<file path="src/rtl/rb_pkg.sv">
package rb_pkg;

  localparam int PORTS = 4;
  localparam int PORT_N = 0;
  localparam int PORT_E = 1;
  localparam int PORT_S = 2;
  localparam int PORT_W = 3;

  typedef enum logic [2:0] {
    DIR_LOCAL = 3'd0,
    DIR_NORTH = 3'd1,
    DIR_EAST  = 3'd2,
    DIR_SOUTH = 3'd3,
    DIR_WEST  = 3'd4
  } dir_e;

  // strobes from control to datapath
  typedef struct packed {
    logic init;
    logic xmit;
    logic capture;
    logic update;
  } rb_strobe_t;

  // fixed tie-break: South, East, West, North
  function automatic dir_e pickDir(input logic [PORTS-1:0] seen);
    if (seen[PORT_S])      return DIR_SOUTH;
    else if (seen[PORT_E]) return DIR_EAST;
    else if (seen[PORT_W]) return DIR_WEST;
    else                   return DIR_NORTH;
  endfunction

endpackage

</file>
<file path="src/rtl/rb_ctrl.sv">
module rb_ctrl
  import rb_pkg::*;
#(
  parameter int ROUNDS = 15,
  parameter int CNT_W  = 4
) (
  input  logic       clk,
  input  logic       rst_n,
  input  logic       start,
  output rb_strobe_t stb,
  output logic       done
);

  typedef enum logic [1:0] {S_IDLE, S_XMIT, S_UPDT, S_FIN} state_e;

  localparam logic [CNT_W-1:0] LAST_RND = CNT_W'(ROUNDS - 1);

  state_e state, stateNxt;
  logic [CNT_W-1:0] rndCnt;
  logic lastRnd;

  assign lastRnd = (rndCnt == LAST_RND);

  always_comb begin
    stb      = '0;
    stateNxt = state;
    case (state)
      S_IDLE: begin
        if (start) begin
          stb.init = 1'b1;
          stateNxt = S_XMIT;
        end
      end
      S_XMIT: begin
        stb.xmit    = 1'b1;
        stb.capture = 1'b1;
        stateNxt    = S_UPDT;
      end
      S_UPDT: begin
        stb.update = 1'b1;
        stateNxt   = lastRnd ? S_FIN : S_XMIT;
      end
      default: stateNxt = S_IDLE;
    endcase
  end

  assign done = (state == S_FIN);

  always_ff @(posedge clk or negedge rst_n) begin
    if (!rst_n) begin
      state  <= S_IDLE;
      rndCnt <= '0;
    end else begin
      state <= stateNxt;
      if (stb.init)        rndCnt <= '0;
      else if (stb.update) rndCnt <= rndCnt + CNT_W'(1);
    end
  end

endmodule

</file>
<file path="src/rtl/rb_path.sv">
module rb_path
  import rb_pkg::*;
#(
  parameter int ID_W = 4
) (
  input  logic             clk,
  input  logic             rst_n,
  input  rb_strobe_t       stb,
  input  logic [ID_W-1:0]  ownId,
  input  logic [ID_W-1:0]  destId,
  input  logic [PORTS-1:0] linkFault,
  input  logic [PORTS*PORTS-1:0] turnBan,
  input  logic [PORTS-1:0] flagIn,
  output logic [PORTS-1:0] flagOut,
  output logic             entryValid,
  output dir_e             entryDir,
  output logic [PORTS-1:0] flagSeen,
  output logic [ID_W-1:0]  destHeld
);

  logic [PORTS-1:0] banRow;

  always_ff @(posedge clk or negedge rst_n) begin
    if (!rst_n) begin
      entryValid <= 1'b0;
      entryDir   <= DIR_LOCAL;
      flagSeen   <= '0;
      destHeld   <= '0;
    end else if (stb.init) begin
      entryValid <= (ownId == destId);
      entryDir   <= DIR_LOCAL;
      flagSeen   <= '0;
      destHeld   <= destId;
    end else begin
      if (stb.capture) flagSeen <= flagIn & ~linkFault;
      if (stb.update && !entryValid && (|flagSeen)) begin
        entryValid <= 1'b1;
        entryDir   <= pickDir(flagSeen);
      end
    end
  end

  // row of banned flag ports for the current outgoing direction
  always_comb begin
    case (entryDir)
      DIR_NORTH: banRow = turnBan[PORT_N*PORTS +: PORTS];
      DIR_EAST:  banRow = turnBan[PORT_E*PORTS +: PORTS];
      DIR_SOUTH: banRow = turnBan[PORT_S*PORTS +: PORTS];
      DIR_WEST:  banRow = turnBan[PORT_W*PORTS +: PORTS];
      default:   banRow = '0;
    endcase
  end

  for (genvar p = 0; p < PORTS; p++) begin : g_flag
    assign flagOut[p] = stb.xmit & entryValid & ~linkFault[p] & ~banRow[p];
  end

endmodule

</file>
<file path="src/rtl/flag_route_rebuilder.sv">
module flag_route_rebuilder
  import rb_pkg::*;
#(
  parameter int MESH_X = 4,
  parameter int MESH_Y = 4,
  localparam int NODES  = MESH_X * MESH_Y,
  localparam int ID_W   = $clog2(NODES),
  localparam int ROUNDS = NODES - 1,
  localparam int CNT_W  = $clog2(NODES)
) (
  input  logic            clk,
  input  logic            rst_n,
  input  logic            start,
  input  logic [ID_W-1:0] ownId,
  input  logic [ID_W-1:0] destId,
  input  logic [3:0]      linkFault,
  input  logic [15:0]     turnBan,
  input  logic [3:0]      flagIn,
  output logic [3:0]      flagOut,
  output logic            tblWe,
  output logic [ID_W-1:0] tblDest,
  output logic            tblValid,
  output logic [2:0]      tblDir,
  output logic            done
);

  rb_strobe_t stb;
  logic       entryValid;
  dir_e       entryDir;
  logic [3:0] flagSeen;
  logic       initStb;

  rb_ctrl #(.ROUNDS(ROUNDS), .CNT_W(CNT_W)) i_ctrl (
    .clk  (clk),
    .rst_n(rst_n),
    .start(start),
    .stb  (stb),
    .done (done)
  );

  rb_path #(.ID_W(ID_W)) i_path (
    .clk       (clk),
    .rst_n     (rst_n),
    .stb       (stb),
    .ownId     (ownId),
    .destId    (destId),
    .linkFault (linkFault),
    .turnBan   (turnBan),
    .flagIn    (flagIn),
    .flagOut   (flagOut),
    .entryValid(entryValid),
    .entryDir  (entryDir),
    .flagSeen  (flagSeen),
    .destHeld  (tblDest)
  );

  assign initStb  = stb.init;
  assign tblWe    = done;
  assign tblValid = entryValid;
  assign tblDir   = entryDir;

endmodule

</file>
<file path="config.mk">
export PLATFORM = sky130hd
export DESIGN_NAME = flag_route_rebuilder
export DESIGN_NICKNAME = d
export VERILOG_FILES = /design/src/rtl/rb_pkg.sv /design/src/rtl/rb_ctrl.sv /design/src/rtl/rb_path.sv /design/src/rtl/flag_route_rebuilder.sv
export SDC_FILE = /design/constraint.sdc
export NUM_CORES = 1
export LEC_CHECK = 0
export BUFFER_PORTS_ARGS = -buffer_cell sky130_fd_sc_hd__buf_4
export CELL_PAD_IN_SITES_DETAIL_PLACEMENT = 1
export CELL_PAD_IN_SITES_GLOBAL_PLACEMENT = 2
export CORE_MARGIN = 2
export CORE_UTILIZATION = 27
export DETAILED_ROUTE_END_ITERATION = 12
export GPL_TIMING_DRIVEN = 0
export PLACE_DENSITY = 0.76
export SLEW_MARGIN = 20
export SYNTH_ARGS = -nofsm -noshare
export SYNTH_HDL_FRONTEND = slang
export SYNTH_SLANG_ARGS = --single-unit
</file>
<file path="constraint.sdc">
create_clock -name clk -period 1.85 [get_ports clk]
set_input_delay 0.0925 -clock clk [delete_from_list [all_inputs] [get_ports clk]]
set_output_delay 0.0925 -clock clk [all_outputs]
set_load 0.01 [all_outputs]
</file>
==> impl_table.tex <==
\begin{tabular}{lr}
\hline
Metric & Value \\
\hline
\multicolumn{2}{l}{\textbf{GRT}} \\
\quad First-pass GRT wire length & roughly 4.8 mm \\
\quad Maximum number of pins on one net before global-route repair & 19 \\
\quad Via count of the first global-routing pass & about 1100 \\
\quad Number of antenna violations at the first check in global routing & 0 \\
\quad Overall routing resource usage & about 14\% \\
\quad Total overflow reported by the global router & 0 \\
\multicolumn{2}{l}{\textbf{Critical path}} \\
\quad Category of the most critical setup path & register to output pin \\
\quad Reg-to-reg slack, setup & 470 ps \\
\quad Reg2reg path depth & 3 \\
\quad Maximum net fanout on the critical path & 7 \\
\quad CP Launch Type & register \\
\quad Critical path required time & 1760 ps \\
\quad Worst EP arrival & between 1500 and 2000 ps \\
\quad Critical path endpoint category & output pin \\
\multicolumn{2}{l}{\textbf{Final layout}} \\
\quad Area growth from synthesis to layout & 46.6\% \\
\quad Cell area after layout & between 0.0015 and 0.002 mm2 \\
\quad Layout cell share with drive strength beyond 1 & between 40 and 50\% \\
\quad Ant diodes & 0 \\
\quad Non-filler instance count after layout & between 150 and 200 \\
\quad Total number of nets in the final design & 190 \\
\quad Final standard cell utilization of the core & about two fifths \\
\multicolumn{2}{l}{\textbf{Detailed routing}} \\
\quad DR vias & around 970 \\
\quad Detailed-route wire length & approximately 2.8 mm \\
\quad Number of DRC markers in iteration 0 & 10 \\
\quad DRC violations left & 0 \\
\quad Per-cell via count in the routed design & a little under 5 \\
\quad Number of nets with antenna violations after routing & 0 \\
\quad Average routed wire per standard cell & 14.1 um \\
\quad Initial DRT Pass Iterations & 4 \\
\multicolumn{2}{l}{\textbf{CTS}} \\
\quad Maximum buffer depth of the clock tree & 2 \\
\quad Worst skew pair latency & roughly 250 ps \\
\quad Clk sinks & 18 \\
\quad Cell at the root of the clock tree & sky130\_fd\_sc\_hd\_\_clkbuf\_8 \\
\quad Clk pin slew, worst setup/hold paths & about 60 ps \\
\quad Number of levels in the clock H-tree & 1 \\
\quad CTS buffer count & 3 \\
\quad CTS tree & yes \\
\multicolumn{2}{l}{\textbf{STA}} \\
\quad Highest clock rate & roughly 570 MHz \\
\quad Final critical-path share of the clock period & between 90\% and 100\% \\
\quad Total negative slack & 0 ps \\
\quad Unrepaired setup endpoints after global routing & false \\
\quad Count of final hold-check violations & 0 \\
\quad Smallest hold slack & a little over 90 ps \\
\quad Setup violations, final & 0 \\
\quad Setup Skew & between 2 and 2.5 ps \\
\quad Final slew viol count & 0 \\
\quad Setup slack of the critical path after layout & 100 ps \\
\quad Max-Slew Margin vs Limit & about three quarters \\
\quad Slew at the pin closest to its max-slew limit & 360 ps \\
\quad Min Tclk post-route & between 1500 and 2000 ps \\
\multicolumn{2}{l}{\textbf{Placed design}} \\
\quad Number of I/O port buffers & 48 \\
\quad Half-perimeter wire length after placement & about 2.3 mm \\
\quad Placed instance area & roughly 0.0015 mm2 \\
\quad Number of cells after detailed placement & 194 \\
\quad Global placement routability congestion & between 0.7 and 0.8 \\
\quad Placement-stage worst setup slack & approximately 340 ps \\
\multicolumn{2}{l}{\textbf{Run}} \\
\quad Count of maximum capacitance violations & 0 \\
\multicolumn{2}{l}{\textbf{Logic synthesis}} \\
\quad Post-Synth XOR/XNOR Area & 3.31\% \\
\quad Area share of fa/ha/maj cells after synthesis & under 10\% \\
\quad Nets in the synthesized netlist & 135 \\
\quad Yosys cell types & 37 \\
\quad Multiplexer fraction of the synthesized cell area & 10.6\% \\
\quad Syn Inst Count & between 90 and 100 \\
\quad Area fraction in compound gates after synthesis & between 20\% and 30\% \\
\quad Syn Std Cell Area & about 0.0011 mm2 \\
\quad Post-synth top flop & sky130\_fd\_sc\_hd\_\_dfrtp\_1 \\
\quad Simple logic cell fraction of the synthesized area & 15.7\% \\
\quad Largest family of logic cells by synthesized area & compound AO/OA/AOI/OAI gates \\
\quad Count of synthesis-stage warnings from yosys & 0 \\
\quad Post-synthesis area per instance & between 10 and 15 um2 \\
\quad Post-synth ARST share & 100\% \\
\quad Number of enable flip-flop cells after synthesis & 0 \\
\quad Fraction of the yosys area taken by sequential cells & between 40\% and 50\% \\
\quad Count of state elements after synthesis & 18 \\
\multicolumn{2}{l}{\textbf{Floorplan}} \\
\quad Initial core utilization & roughly 29\% \\
\quad Core Rows & 22 \\
\quad Width of the die & between 60 and 70 um \\
\quad Vertical die dimension & approximately 67 um \\
\quad Ports & between 40 and 50 \\
\quad Core outline area & between 0.003 and 0.004 mm2 \\
\quad Full die area & 0.00444 mm2 \\
\multicolumn{2}{l}{\textbf{Pwr}} \\
\quad Power consumption & 1.94 mW \\
\quad Leakage Power & about 0.8 nW \\
\quad Maximum VDD drop & $\sim$0.56 mV \\
\quad Power per cell area & about 1200 mW/mm2 \\
\multicolumn{2}{l}{\textbf{Worst hold path}} \\
\quad Type of the most critical hold path & input port to register \\
\quad Worst Hold Path Cells & 2 \\
\multicolumn{2}{l}{\textbf{Status}} \\
\quad Run status & finished clean \\
\hline
\end{tabular}
## cell families (layout without fill, tap and decap cells)
group                      count (synthesis)  after routing
adders and majority gates                  2              2
buffers and inverters                     11             64
AOI/OAI and AO/OA                         26             26
DFF                                       18             18
muxes                                      9              9
and+or+nand+nor                           28             28
xor gates and xnor gates                   4              4
## registers in the layout, indices dropped and copies added (netlist names)
name               cells
i_path.flagSeen        4
i_path.destHeld        4
i_path.entryDir        3
i_ctrl.rndCnt          4
i_path.entryValid      1
i_ctrl.state           2
## path summary, 6_finish.rpt
check                              startpoint                 end
hold / removal                      flagIn[0]  i_path.flagSeen[0]
hold reg to reg            i_path.flagSeen[0]  i_path.flagSeen[0]
setup / recovery           i_path.entryDir[2]          flagOut[0]
setup reg to reg              i_ctrl.state[1]  i_path.destHeld[0]
min in group asynchronous               rst_n    i_ctrl.rndCnt[2]
max in group asynchronous               rst_n  i_path.entryDir[2]
## cell usage after synthesis, drive strengths merged (2+ instances only)
| library cell | count | area [um2] |
|---|---|---|
| buf | 3 | 20.0 |
| nor2b | 3 | 18.8 |
| nand2 | 5 | 21.3 |
| dfrtp | 18 | 450 |
| a22oi | 6 | 45.0 |
| a22o | 3 | 26.3 |
| xnor2 | 4 | 35.0 |
| a21oi | 2 | 10.0 |
| a32o | 4 | 40.0 |
| mux2i | 3 | 30.0 |
| nor2 | 8 | 30.0 |
| nor3b | 2 | 20.0 |
| inv | 7 | 26.3 |
| ha | 2 | 25.0 |
| o21bai | 2 | 15.0 |
| o21ai | 2 | 10.0 |
| mux2 | 6 | 82.6 |
| o211a | 3 | 30.0 |
## cell usage in the layout (no fill, tap or decap), types with 2 or more instances in the layout
cell type,count
sky130_fd_sc_hd__mux2_2,2
sky130_fd_sc_hd__nor2_1,8
sky130_fd_sc_hd__nand2_1,4
sky130_fd_sc_hd__ha_1,2
sky130_fd_sc_hd__a32o_1,4
sky130_fd_sc_hd__xnor2_1,4
sky130_fd_sc_hd__buf_4,51
sky130_fd_sc_hd__a22oi_1,6
sky130_fd_sc_hd__mux2i_1,3
sky130_fd_sc_hd__inv_1,7
sky130_fd_sc_hd__mux2_4,4
sky130_fd_sc_hd__o211a_1,3
sky130_fd_sc_hd__nor2b_1,3
sky130_fd_sc_hd__clkbuf_8,3
sky130_fd_sc_hd__o21ai_0,2
sky130_fd_sc_hd__a22o_1,3
sky130_fd_sc_hd__a21oi_1,2
sky130_fd_sc_hd__dfrtp_2,2
sky130_fd_sc_hd__o21bai_1,2
sky130_fd_sc_hd__dfrtp_1,16
## critical path: stages (launching register included)
cell                        delay (ps)
sky130_fd_sc_hd__dfrtp_2           440
sky130_fd_sc_hd__nor2b_1           190
sky130_fd_sc_hd__a22o_1            270
sky130_fd_sc_hd__a2111oi_4         340
sky130_fd_sc_hd__buf_4             170
## final cells by class
type	count	area (um2)
fillers	424	2160
flip-flops and latches	18	453
plain buffers	4	25.0
repair buffers	50	378
clock buffers	3	41.3
well taps	48	60.1
multi-input cells	69	571
inverters	7	26.3
## per-layer routing
metal / up-vias / global-route usage, % / wire length [um]
met2: 43 / 26.4 / 1430
met1: 454 / 15.7 / 1130
met3: 2 / 1.86 / 226
met4: 0 / 3.83 / 16
li1: 466 / - / -
met5: - / 0 / 0
## repair_timing
item | in CTS | in global routing
endpoints found under the setup margin | 0 | 1
hold endpoints to repair | 18 | 0
setup buffers | 0 | 1
hold buffers | 1 | 0
resized for setup | 0 | 3
## where the power goes
part	leakage, nW	total (mW)	internal (mW)	switching [mW]
Sequential	0.227	0.715	0.554	0.161
Clock	0.0216	0.263	0.144	0.118
Combinational	0.540	0.963	0.530	0.433
No activity file was read; power rests on OpenSTA's default activity.
